### src/rtl/bas_pkg.sv
// Package: shared types for the burst address sequencer.
// Assumes nothing beyond a two-valued order selection input.
package bas_pkg;

    // Beat ordering selected by the mode input; low is the default tie-off.
    typedef enum logic {
        ORD_INTERLEAVED = 1'b0,
        ORD_LINEAR      = 1'b1
    } burst_order_e;

endpackage

### src/rtl/bas_start_reg.sv
// Module: bas_start_reg
// Holds the fixed upper address bits and the burst start offset captured
// on a load. Assumes load is the OR of all strobes, sampled on the rising edge.
module bas_start_reg #(
    parameter int ADDR_W = 18,
    parameter int CNT_W  = 2
) (
    input  logic              clk,
    input  logic              rst_n,
    input  logic              load,
    input  logic [ADDR_W-1:0] addr_in,
    output logic [ADDR_W-CNT_W-1:0] upper_q,
    output logic [CNT_W-1:0]  start_q
);
    localparam int UP_W = ADDR_W - CNT_W;

    // Capture upper bits and start offset on a load; hold otherwise.
    always_ff @(posedge clk) begin
        if (!rst_n) begin
            upper_q <= '0;
            start_q <= '0;
        end else if (load) begin
            upper_q <= addr_in[ADDR_W-1:CNT_W];
            start_q <= addr_in[CNT_W-1:0];
        end
    end

    // UP_W documents the upper field width used for the slice above.
    initial begin
        if (UP_W < 1) $error("bas_start_reg: ADDR_W must exceed CNT_W");
    end
endmodule

### src/rtl/bas_beat_ctr.sv
// Module: bas_beat_ctr
// Counts beats within a burst, modulo 2**CNT_W. A load clears the count and
// takes priority over a step. Assumes step is already masked by load.
module bas_beat_ctr #(
    parameter int CNT_W = 2
) (
    input  logic             clk,
    input  logic             rst_n,
    input  logic             load,
    input  logic             step,
    output logic [CNT_W-1:0] beat_q,
    output logic [CNT_W-1:0] beat_nxt
);
    // Next beat number, wrapping naturally at the counter width.
    always_comb begin
        beat_nxt = beat_q + CNT_W'(1);
    end

    // Clear on load, advance on step, otherwise hold.
    always_ff @(posedge clk) begin
        if (!rst_n) begin
            beat_q <= '0;
        end else if (load) begin
            beat_q <= '0;
        end else if (step) begin
            beat_q <= beat_nxt;
        end
    end
endmodule

### src/rtl/bas_order_map.sv
// Module: bas_order_map
// Maps a start offset and a beat number to the low address bits in either
// linear (sum) or interleaved (XOR) order. Purely combinational.
module bas_order_map
    import bas_pkg::*;
#(
    parameter int CNT_W = 2
) (
    input  logic             [CNT_W-1:0] start,
    input  logic             [CNT_W-1:0] beat,
    input  burst_order_e                 order,
    output logic             [CNT_W-1:0] offset
);
    logic [CNT_W-1:0] lin_off;
    logic [CNT_W-1:0] xor_off;

    // Interleaved order: one XOR per bit, built bit by bit.
    for (genvar b = 0; b < CNT_W; b++) begin : g_xor
        assign xor_off[b] = start[b] ^ beat[b];
    end

    // Linear order: add and drop the carry out of the counter width.
    always_comb begin
        lin_off = start + beat;
    end

    // Select the order requested by the mode input.
    always_comb begin
        offset = (order == ORD_LINEAR) ? lin_off : xor_off;
    end
endmodule

### src/rtl/burst_addr_seq.sv
// Module: burst_addr_seq (top)
// Word address generator for a synchronous burst memory. Either strobe loads
// addr_in. An advance steps the low CNT_W bits through the burst in the
// selected order. The output is registered. Assumes order_sel is static
// within a burst.
module burst_addr_seq
    import bas_pkg::*;
#(
    parameter int ADDR_W = 18,
    parameter int CNT_W  = 2
) (
    input  logic              clk,
    input  logic              rst_n,
    input  logic              strobe_a,
    input  logic              strobe_b,
    input  logic              advance,
    input  logic              order_sel,
    input  logic [ADDR_W-1:0] addr_in,
    output logic [ADDR_W-1:0] addr_out
);
    localparam int UP_W = ADDR_W - CNT_W;

    logic             load;
    logic             step;
    logic [UP_W-1:0]  upper_q;
    logic [CNT_W-1:0] start_q;
    logic [CNT_W-1:0] beat_q;
    logic [CNT_W-1:0] beat_nxt;
    logic [CNT_W-1:0] next_off;
    logic [CNT_W-1:0] low_q;
    burst_order_e     order;

    // Decode burst control: any strobe loads, and an advance only steps without one.
    always_comb begin
        load  = strobe_a | strobe_b;
        step  = advance & ~load;
        order = burst_order_e'(order_sel);
    end

    bas_start_reg #(.ADDR_W(ADDR_W), .CNT_W(CNT_W)) u_start (
        .clk     (clk),
        .rst_n   (rst_n),
        .load    (load),
        .addr_in (addr_in),
        .upper_q (upper_q),
        .start_q (start_q)
    );

    bas_beat_ctr #(.CNT_W(CNT_W)) u_beat (
        .clk      (clk),
        .rst_n    (rst_n),
        .load     (load),
        .step     (step),
        .beat_q   (beat_q),
        .beat_nxt (beat_nxt)
    );

    bas_order_map #(.CNT_W(CNT_W)) u_map (
        .start  (start_q),
        .beat   (beat_nxt),
        .order  (order),
        .offset (next_off)
    );

    // Register the low address bits: the raw offset on load, the mapped beat on step.
    always_ff @(posedge clk) begin
        if (!rst_n) begin
            low_q <= '0;
        end else if (load) begin
            low_q <= addr_in[CNT_W-1:0];
        end else if (step) begin
            low_q <= next_off;
        end
    end

    // Assemble the output word from the fixed upper part and the beat offset.
    always_comb begin
        addr_out = {upper_q, low_q};
    end
endmodule

### config.mk
export PLATFORM = sky130hd
export DESIGN_NAME = burst_addr_seq
export DESIGN_NICKNAME = d
export VERILOG_FILES = /design/src/rtl/bas_pkg.sv /design/src/rtl/bas_start_reg.sv /design/src/rtl/bas_beat_ctr.sv /design/src/rtl/bas_order_map.sv /design/src/rtl/burst_addr_seq.sv
export SDC_FILE = /design/constraint.sdc
export NUM_CORES = 1
export LEC_CHECK = 0
export ABC_CLOCK_PERIOD_IN_PS = 2200
export BUFFER_PORTS_ARGS = -buffer_cell sky130_fd_sc_hd__buf_2
export CAP_MARGIN = 0
export CORE_MARGIN = 3
export CORE_UTILIZATION = 48
export CTS_CLUSTER_SIZE = 24
export DETAILED_ROUTE_END_ITERATION = 10
export PLACE_DENSITY = 0.86
export SLEW_MARGIN = 30
export SYNTH_ARGS = -nofsm -noshare
export SYNTH_HDL_FRONTEND = slang
export SYNTH_SLANG_ARGS = --single-unit
### constraint.sdc
create_clock -name clk -period 2.2 [get_ports clk]
set_input_delay 0.33 -clock clk [delete_from_list [all_inputs] [get_ports clk]]
set_output_delay 0.33 -clock clk [all_outputs]
set_load 0.03 [all_outputs]
==> results of run 1 <==
[cell families (layout without fill, tap and decap cells)]
family,Yosys count,in the layout,share of synthesized area
AOI/OAI and AO/OA,20,20,0.170
DFF,22,22,0.483
buffers and inverters,7,47,0.0548
and+or+nand+nor,47,47,0.213
adders and majority gates,1,1,0.0137
xor gates and xnor gates,4,4,0.0535
muxes,1,1,0.0123
[metal layers]
| metal | vias up | wire length (um) | part of all wire | GRT usage |
|---|---|---|---|---|
| li1 | 410 | - | - | - |
| met1 | 336 | 800 | 0.43 | 0.180 |
| met2 | 32 | 870 | 0.47 | 0.293 |
| met3 | 4 | 155 | 0.084 | 0.0393 |
| met4 | 0 | 21 | 0.011 | 0.0783 |
| met5 | - | 0 | 0 | 0 |
[sequential cells by signal, indices dropped and copies added (netlist names)]
signal	flops
low_q	2
u_beat.beat_q	2
u_start.start_q	2
u_start.upper_q	16
[path summary, 6_finish.rpt]
check | end | slack (ns)
setup / recovery | low_q[1] | 0.95
setup reg to reg | low_q[1] | 0.95
hold / removal | u_start.upper_q[12] | 0.26
hold reg to reg | u_start.upper_q[4] | 0.46
[cell type report]
cell class | instances | share of cell area
sequential | 22 | 0.378
multi-input combinational | 73 | 0.362
timing repair buffer | 42 | 0.183
tap | 25 | 0.0269
clock inverter | 1 | 0.0258
clock buffer | 3 | 0.0194
inverter | 1 | 0.00430
[power by group through the flow]
stage / Clock (mW) / Sequential, mW / Combinational [mW]
final: 0.302 / 0.433 / 0.141
after global routing: 0.327 / 0.437 / 0.155
after CTS: 0.311 / 0.434 / 0.143
after detailed placement: 0 / 0.443 / 0.143
after global placement: 0 / 0.442 / 0.140
after floorplan: 0 / 0.483 / 0.0548
[worst max-delay path: stages, from the launching register on]
cell and delay, ns:
dfxtp_1 0.41, clkinv_2 0.08, ha_1 0.17, nand2_1 0.07, xnor3_1 0.31, o211ai_2 0.16
[per-stage QoR]
step / hold WS, ns / total power [mW] / worst slack (ns) / cells
floorplan: 0.445 / 0.538 / 1.02 / 102
global placement: 0.445 / 0.581 / 0.932 / 163
detailed placement: 0.452 / 0.585 / 0.834 / 163
CTS: 0.249 / 0.888 / 0.941 / 167
global route: 0.252 / 0.918 / 0.871 / 167
finish: 0.259 / 0.877 / 0.950 / 167
[layout by cell type (no fill, tap or decap), types with 2 or more instances in the layout]
cell type / count
buf_2: 41
nand2_1: 40
dfxtp_1: 22
a21boi_0: 19
clkbuf_4: 3
xor2_1: 2
nor2_1: 2
==> results.tsv, run 1 <==
stage	metric	value	unit
sta	Final setup viols	0	
sta	Max Clock Skew	0.00648	ns
synth	Post-synth EDFFs	0	
power_and_ir_drop	peak supply drop	0.000478	V
synth	top-count cell post-synth	nand2_1	
setup_path	r2r startpoint	u_beat.beat_q[0]	
sta	Tmin final	1.25	ns
power_and_ir_drop	logic gate share of total power	0.161	
placement	hpwl dp	1380	um
power_and_ir_drop	Net Sw Frac	0.247	
drt	wirelength, routed	1850	um
synth	average size of a mapped cell	8.94	um^2
floorplanning	initial core utilization	0.517	
clocking	post-cts resize count	0	
layout	fin util	0.660	
setup_path	CP startpoint kind	register	
synth	Post-synth ARST share	0	
drt	DRT iter0 DRCs	14	
power_and_ir_drop	Clk network pwr share	0.345	
power_and_ir_drop	total leakage power	0.569	nW
run_status	status	completed	
synth	Yosys reg bits	22	
sta	Tcrit/Tclk final	0.568	
global_route	GRT overflow	0	
floorplanning	die width	49.6	um
layout	register area	440	um^2
synth	post-synth top area cell	dfxtp_1	
clocking	H-tree levels	1	
global_route	largest net degree at the start of global routing	24	
synth	top post-synthesis cells by count	40 x nand2_1, 22 x dfxtp_1, 19 x a21boi_0	
global_route	first-pass GRT wire length	3170	um
sta	measured slew at the worst slew-check pin	0.637	ns
synth	Synth Net Count	127	
clocking	clk root buf	clkbuf_4	
synth	Post-Syn Instances	102	
sta	Final Max Tran Viols	0	
power_and_ir_drop	Flop pwr share	0.494	
synth	area share of the largest cell type after synthesis	0.483	
clocking	clock-pin slew on the worst setup and hold paths	0.12	ns
drt	post-route ant nets	0	
sta	fmax	800	MHz
floorplanning	die height	49.6	um
clocking	Clk Latency, worst-skew pair	0.31	ns
floorplanning	CORE AREA	0.00176	mm^2
sta	final hold vios	0	
global_route	initial antenna violation count	0	
placement	GPL Wtd Cong	0.731	
synth	top post-synthesis cells by area	dfxtp_1 48%, nand2_1 16%, a21boi_0 16%	
synth	Seq/Total Area, Yosys	0.483	
drt	average vias per placed instance	4.68	
layout	Syn-to-layout area delta	27.6	%
layout	Fill cells	177	
clocking	Post-CTS Hold Fix Bufs	0	
synth	Post-Syn Area	912	um^2
drt	Vias	782	
global_route	vias in the first global route	773	
setup_path	Crit. Startpoint	u_beat.beat_q[0]	
power_and_ir_drop	sw power	0.217	mW
sta	RSZ-0062 raised after global routing	false	
synth	YS warnings	0	
setup_path	Worst Path Required	2.45	ns
layout	Inserted Diodes	0	
sta	max_slew headroom	0.575	
global_route	GRT Overall Usage	0.164	
setup_path	Worst R2R Path Depth	5	
floorplanning	# rows	15	
floorplanning	die area	0.00246	mm^2
sta	setup TNS	0	ns
layout	Final Cell Area	0.00116	mm^2
drt	DR DRC count	0	
setup_path	CP Capture Type	register	
clocking	TritonCTS clock tree	yes	
synth	Top FF cell, synth	dfxtp_1	
setup_path	crit path kind	reg2reg	
clocking	clock buffer depth	2	
layout	share of cells above drive strength 1	0.359	
min_path	WHS Path Cells	3	
layout	area of the multi-input gates	422	um^2
layout	Nets	168	
power_and_ir_drop	PwrDens	754	mW/mm^2
placement	number of port buffers	41	
clocking	number of buffers created by CTS	3	
synth	Synth cell types	20	
floorplanning	Ports	42	
setup_path	Crit Path Max Fanout	3	
clocking	clk sinks	22	
min_path	Min-Delay Startpoint	addr_in[14]	
drt	drt wl/cell	11.1	um
job	max_cap viols	0	
clocking	Setup Fix Bufs, Post-CTS	0	
setup_path	critical path arrival	1.50	ns
drt	DRT Pass-1 Iters	4	
placement	dpl cell area	0.00111	mm^2
min_path	worst hold path class	in2reg	
power_and_ir_drop	Internal Pwr Total	0.660	mW
Note: power is estimated with default switching activity, not from simulation.
==> run 2, diff against run 1 <==
- ABC_AREA: default -> 1
- ABC_CLOCK_PERIOD_IN_PS: 2200 -> 1080
- CORE_UTILIZATION: 48 -> 40
- PLACE_DENSITY: 0.86 -> 0.77
- clock period: 2.2 -> 1.08 ns (I/O delays scaled with it)
==> run 2 against run 1 <==
Compared with the run above: worst setup slack worse by 0.91 ns; synthesized area down 1.6%; sequential power up 110%; register-to-register slack worse by 0.91 ns; utilization down 7.9 points; first-iteration DRC count up 36%; clock power up 48%.
==> results.tsv, run 2 <==
stage	metric	value	unit	change
synth	Post-Syn Instances	117		+15%
clocking	clock buffer depth	2		unchanged
min_path	Min-Delay Startpoint	advance		
setup_path	crit path kind	reg2reg		
setup_path	reg2reg setup slack	0.04	ns	-0.91 ns
placement	hpwl dp	1520	um	+10%
layout	most common cell after layout, fill and taps aside	buf_2		
layout	register area	442	um^2	+0.28%
clocking	TritonCTS clock tree	yes		
synth	top-count cell post-synth	nor2_1		
floorplanning	initial core utilization	0.439		-0.0777
power_and_ir_drop	total leakage power	0.608	nW	+7.0%
clocking	Clk Latency, worst-skew pair	0.30	ns	about the same
synth	Synth Net Count	142		+12%
min_path	WHS Path Cells	2		-1
setup_path	Crit. Startpoint	u_beat.beat_q[0]		
drt	DR DRC count	0		unchanged
clocking	H-tree levels	1		unchanged
layout	area of the multi-input gates	410	um^2	-2.7%
sta	Max Clock Skew	0.00110	ns	-0.00539 ns
floorplanning	Ports	42		unchanged
setup_path	Crit Path Max Fanout	4		+1
setup_path	Worst R2R Path Depth	8		+3
clocking	clock-pin slew on the worst setup and hold paths	0.12	ns	about the same
floorplanning	die width	53.4	um	+7.6%
global_route	GRT Overall Usage	0.146		-0.0181
sta	setup TNS	0	ns	unchanged
placement	DP Cell Count	183		+12%
sta	Final setup viols	0		unchanged
layout	most flop-heavy register	u_start.upper_q		
sta	final hold slack	0.0758	ns	-0.183 ns
layout	max FFs per register	16		unchanged
synth	average size of a mapped cell	7.67	um^2	-14%
layout	Fill cells	206		+16%
drt	DRT Pass-1 Iters	4		unchanged
min_path	worst hold path class	in2reg		
synth	Post-Syn Area	897	um^2	-1.6%
clocking	Post-CTS Hold Fix Bufs	0		unchanged
sta	Final Max Tran Viols	0		unchanged
run_status	status	completed		
synth	Seq/Total Area, Yosys	0.491		+0.00808
sta	Tmin final	1.04	ns	-0.211 ns
sta	measured slew at the worst slew-check pin	0.337	ns	-0.301 ns
setup_path	reg-to-reg critical path endpoint	low_q[1]		
floorplanning	die area	0.00285	mm^2	+16%
clocking	clk sinks	22		unchanged
synth	top post-synthesis cells by area	dfxtp_1 49%, nor2_1 14%, o21ai_0 9.5%		
floorplanning	# rows	16		+1
drt	average vias per placed instance	4.69		+0.19%
sta	Tcrit/Tclk final	0.962		+0.394
layout	most frequent cells in the layout	41 x buf_2, 33 x nor2_1, 21 x dfxtp_1		
job	max_cap viols	0		unchanged
global_route	largest net degree at the start of global routing	24		unchanged
power_and_ir_drop	PnR Total Power	1.68	mW	+92%
setup_path	CP startpoint kind	register		
drt	drt wl/cell	10.9	um	-1.8%
setup_path	Critical-path top delay cell	dfxtp_2		
drt	wirelength, routed	2040	um	+11%
global_route	vias in the first global route	749		-3.1%
setup_path	delay of the slowest critical-path stage	0.35	ns	-0.06 ns
clocking	clk root buf	clkbuf_4		
sta	fmax	962	MHz	+20%
layout	Nets	187		+11%
drt	DRT iter0 DRCs	19		+5
synth	Post-synth ARST share	0		unchanged
layout	Inserted Diodes	0		unchanged
global_route	GRT overflow	0		unchanged
clocking	number of buffers created by CTS	3		unchanged
placement	GPL Wtd Cong	0.911		+25%
setup_path	worst-path cell chain	inv_4 > ha_4 > nand2_2 > nand2_2 > nand2_1 > nand2_1 > nand3_2 > a21oi_1		
synth	Yosys reg bits	22		unchanged
drt	Vias	882		+13%
setup_path	CP Capture Type	register		
global_route	initial antenna violation count	0		unchanged
drt	post-route ant nets	0		unchanged
synth	Top FF cell, synth	dfxtp_1		
setup_path	Worst Path Required	1.32	ns	-1.13 ns
synth	YS warnings	0		unchanged
layout	share of cells above drive strength 1	0.385		+0.0259
synth	Post-synth EDFFs	0		unchanged
setup_path	critical path arrival	1.28	ns	-0.22 ns
placement	number of port buffers	41		unchanged
synth	top post-synthesis cells by count	33 x nor2_1, 22 x dfxtp_1, 17 x nand2_1, 17 x o21ai_0, 6 x inv_1		
global_route	first-pass GRT wire length	3120	um	-1.8%
min_path	WHS Endpoint	u_beat.beat_q[1]		
layout	post-route insts no fill	188		+13%
floorplanning	CORE AREA	0.00204	mm^2	+16%
power_and_ir_drop	PwrDens	1420	mW/mm^2	+88%
floorplanning	die height	53.4	um	+7.6%
synth	post-synth top area cell	dfxtp_1		
sta	max_slew headroom	0.776		+0.200
layout	Syn-to-layout area delta	32.2	%	
power_and_ir_drop	peak supply drop	0.000776	V	+63%
synth	area share of the largest cell type after synthesis	0.491		+0.00808
sta	final hold vios	0		unchanged
setup_path	r2r startpoint	u_beat.beat_q[0]		
synth	Synth cell types	19		-5.0%
run 2: cells by family (layout without fill, tap and decap cells):
logic type                 count (synthesis)  count (layout)  synth area share
AOI/OAI and AO/OA                         26              26             0.162
adders and majority gates                  1               1            0.0139
buffers and inverters                     12              56            0.0767
DFF                                       22              22             0.491
and+or+nand+nor                           56              56             0.257
run 2: final cells by class:
type,instances,share of cell area
Sequential cell,22,0.372
Clock buffer,4,0.0306
Inverter,7,0.0243
Tap cell,27,0.0285
Multi-Input combinational cell,83,0.346
Timing Repair Buffer,45,0.198
run 2: layer usage:
layer  vias up  GRT usage  share of wire
met4         0     0.0511          0.013
met3         5     0.0282          0.067
met5         -          0              0
li1        463          -              -
met1       386      0.182           0.46
met2        28      0.247           0.46
run 2: power breakdown:
group / internal, mW / switching (mW)
Clock: 0.206 / 0.242
Sequential: 0.868 / 0.0283
Combinational: 0.117 / 0.222
run 2: through the flow:
step,cell area (um^2),setup slack [ns],util
2_1_floorplan,897,0.0471,-
3_3_place_gp,1120,0.0543,0.547
3_5_place_dp,1120,0.0260,0.547
4_1_cts,1160,0.0272,0.566
5_1_grt,1190,-0.0319,0.581
6_report,1190,0.0409,0.581
run 2: worst max path at each step:
stage,end,slack [ns],cells after the start
2_1_floorplan,low_q[1],0.05,8
3_3_place_gp,u_start.upper_q[6],0.05,5
3_5_place_dp,low_q[1],0.03,7
4_1_cts,low_q[1],0.03,8
5_1_grt,low_q[1],-0.03,8
6_report,low_q[1],0.04,8
run 2: worst max-delay path: cells and delay by family, from the launching register on:
kind            cells  cell delay (ns)
flops               1             0.35
compound gates      1             0.13
fa+ha+maj           1             0.14
buf+inv             1             0.07
simple gates        5             0.29
run 2: repair_timing:
item,in CTS,in global routing
pin swaps,0,5
setup endpoints to repair,1,1
resized for setup,3,5
setup buffers,0,1
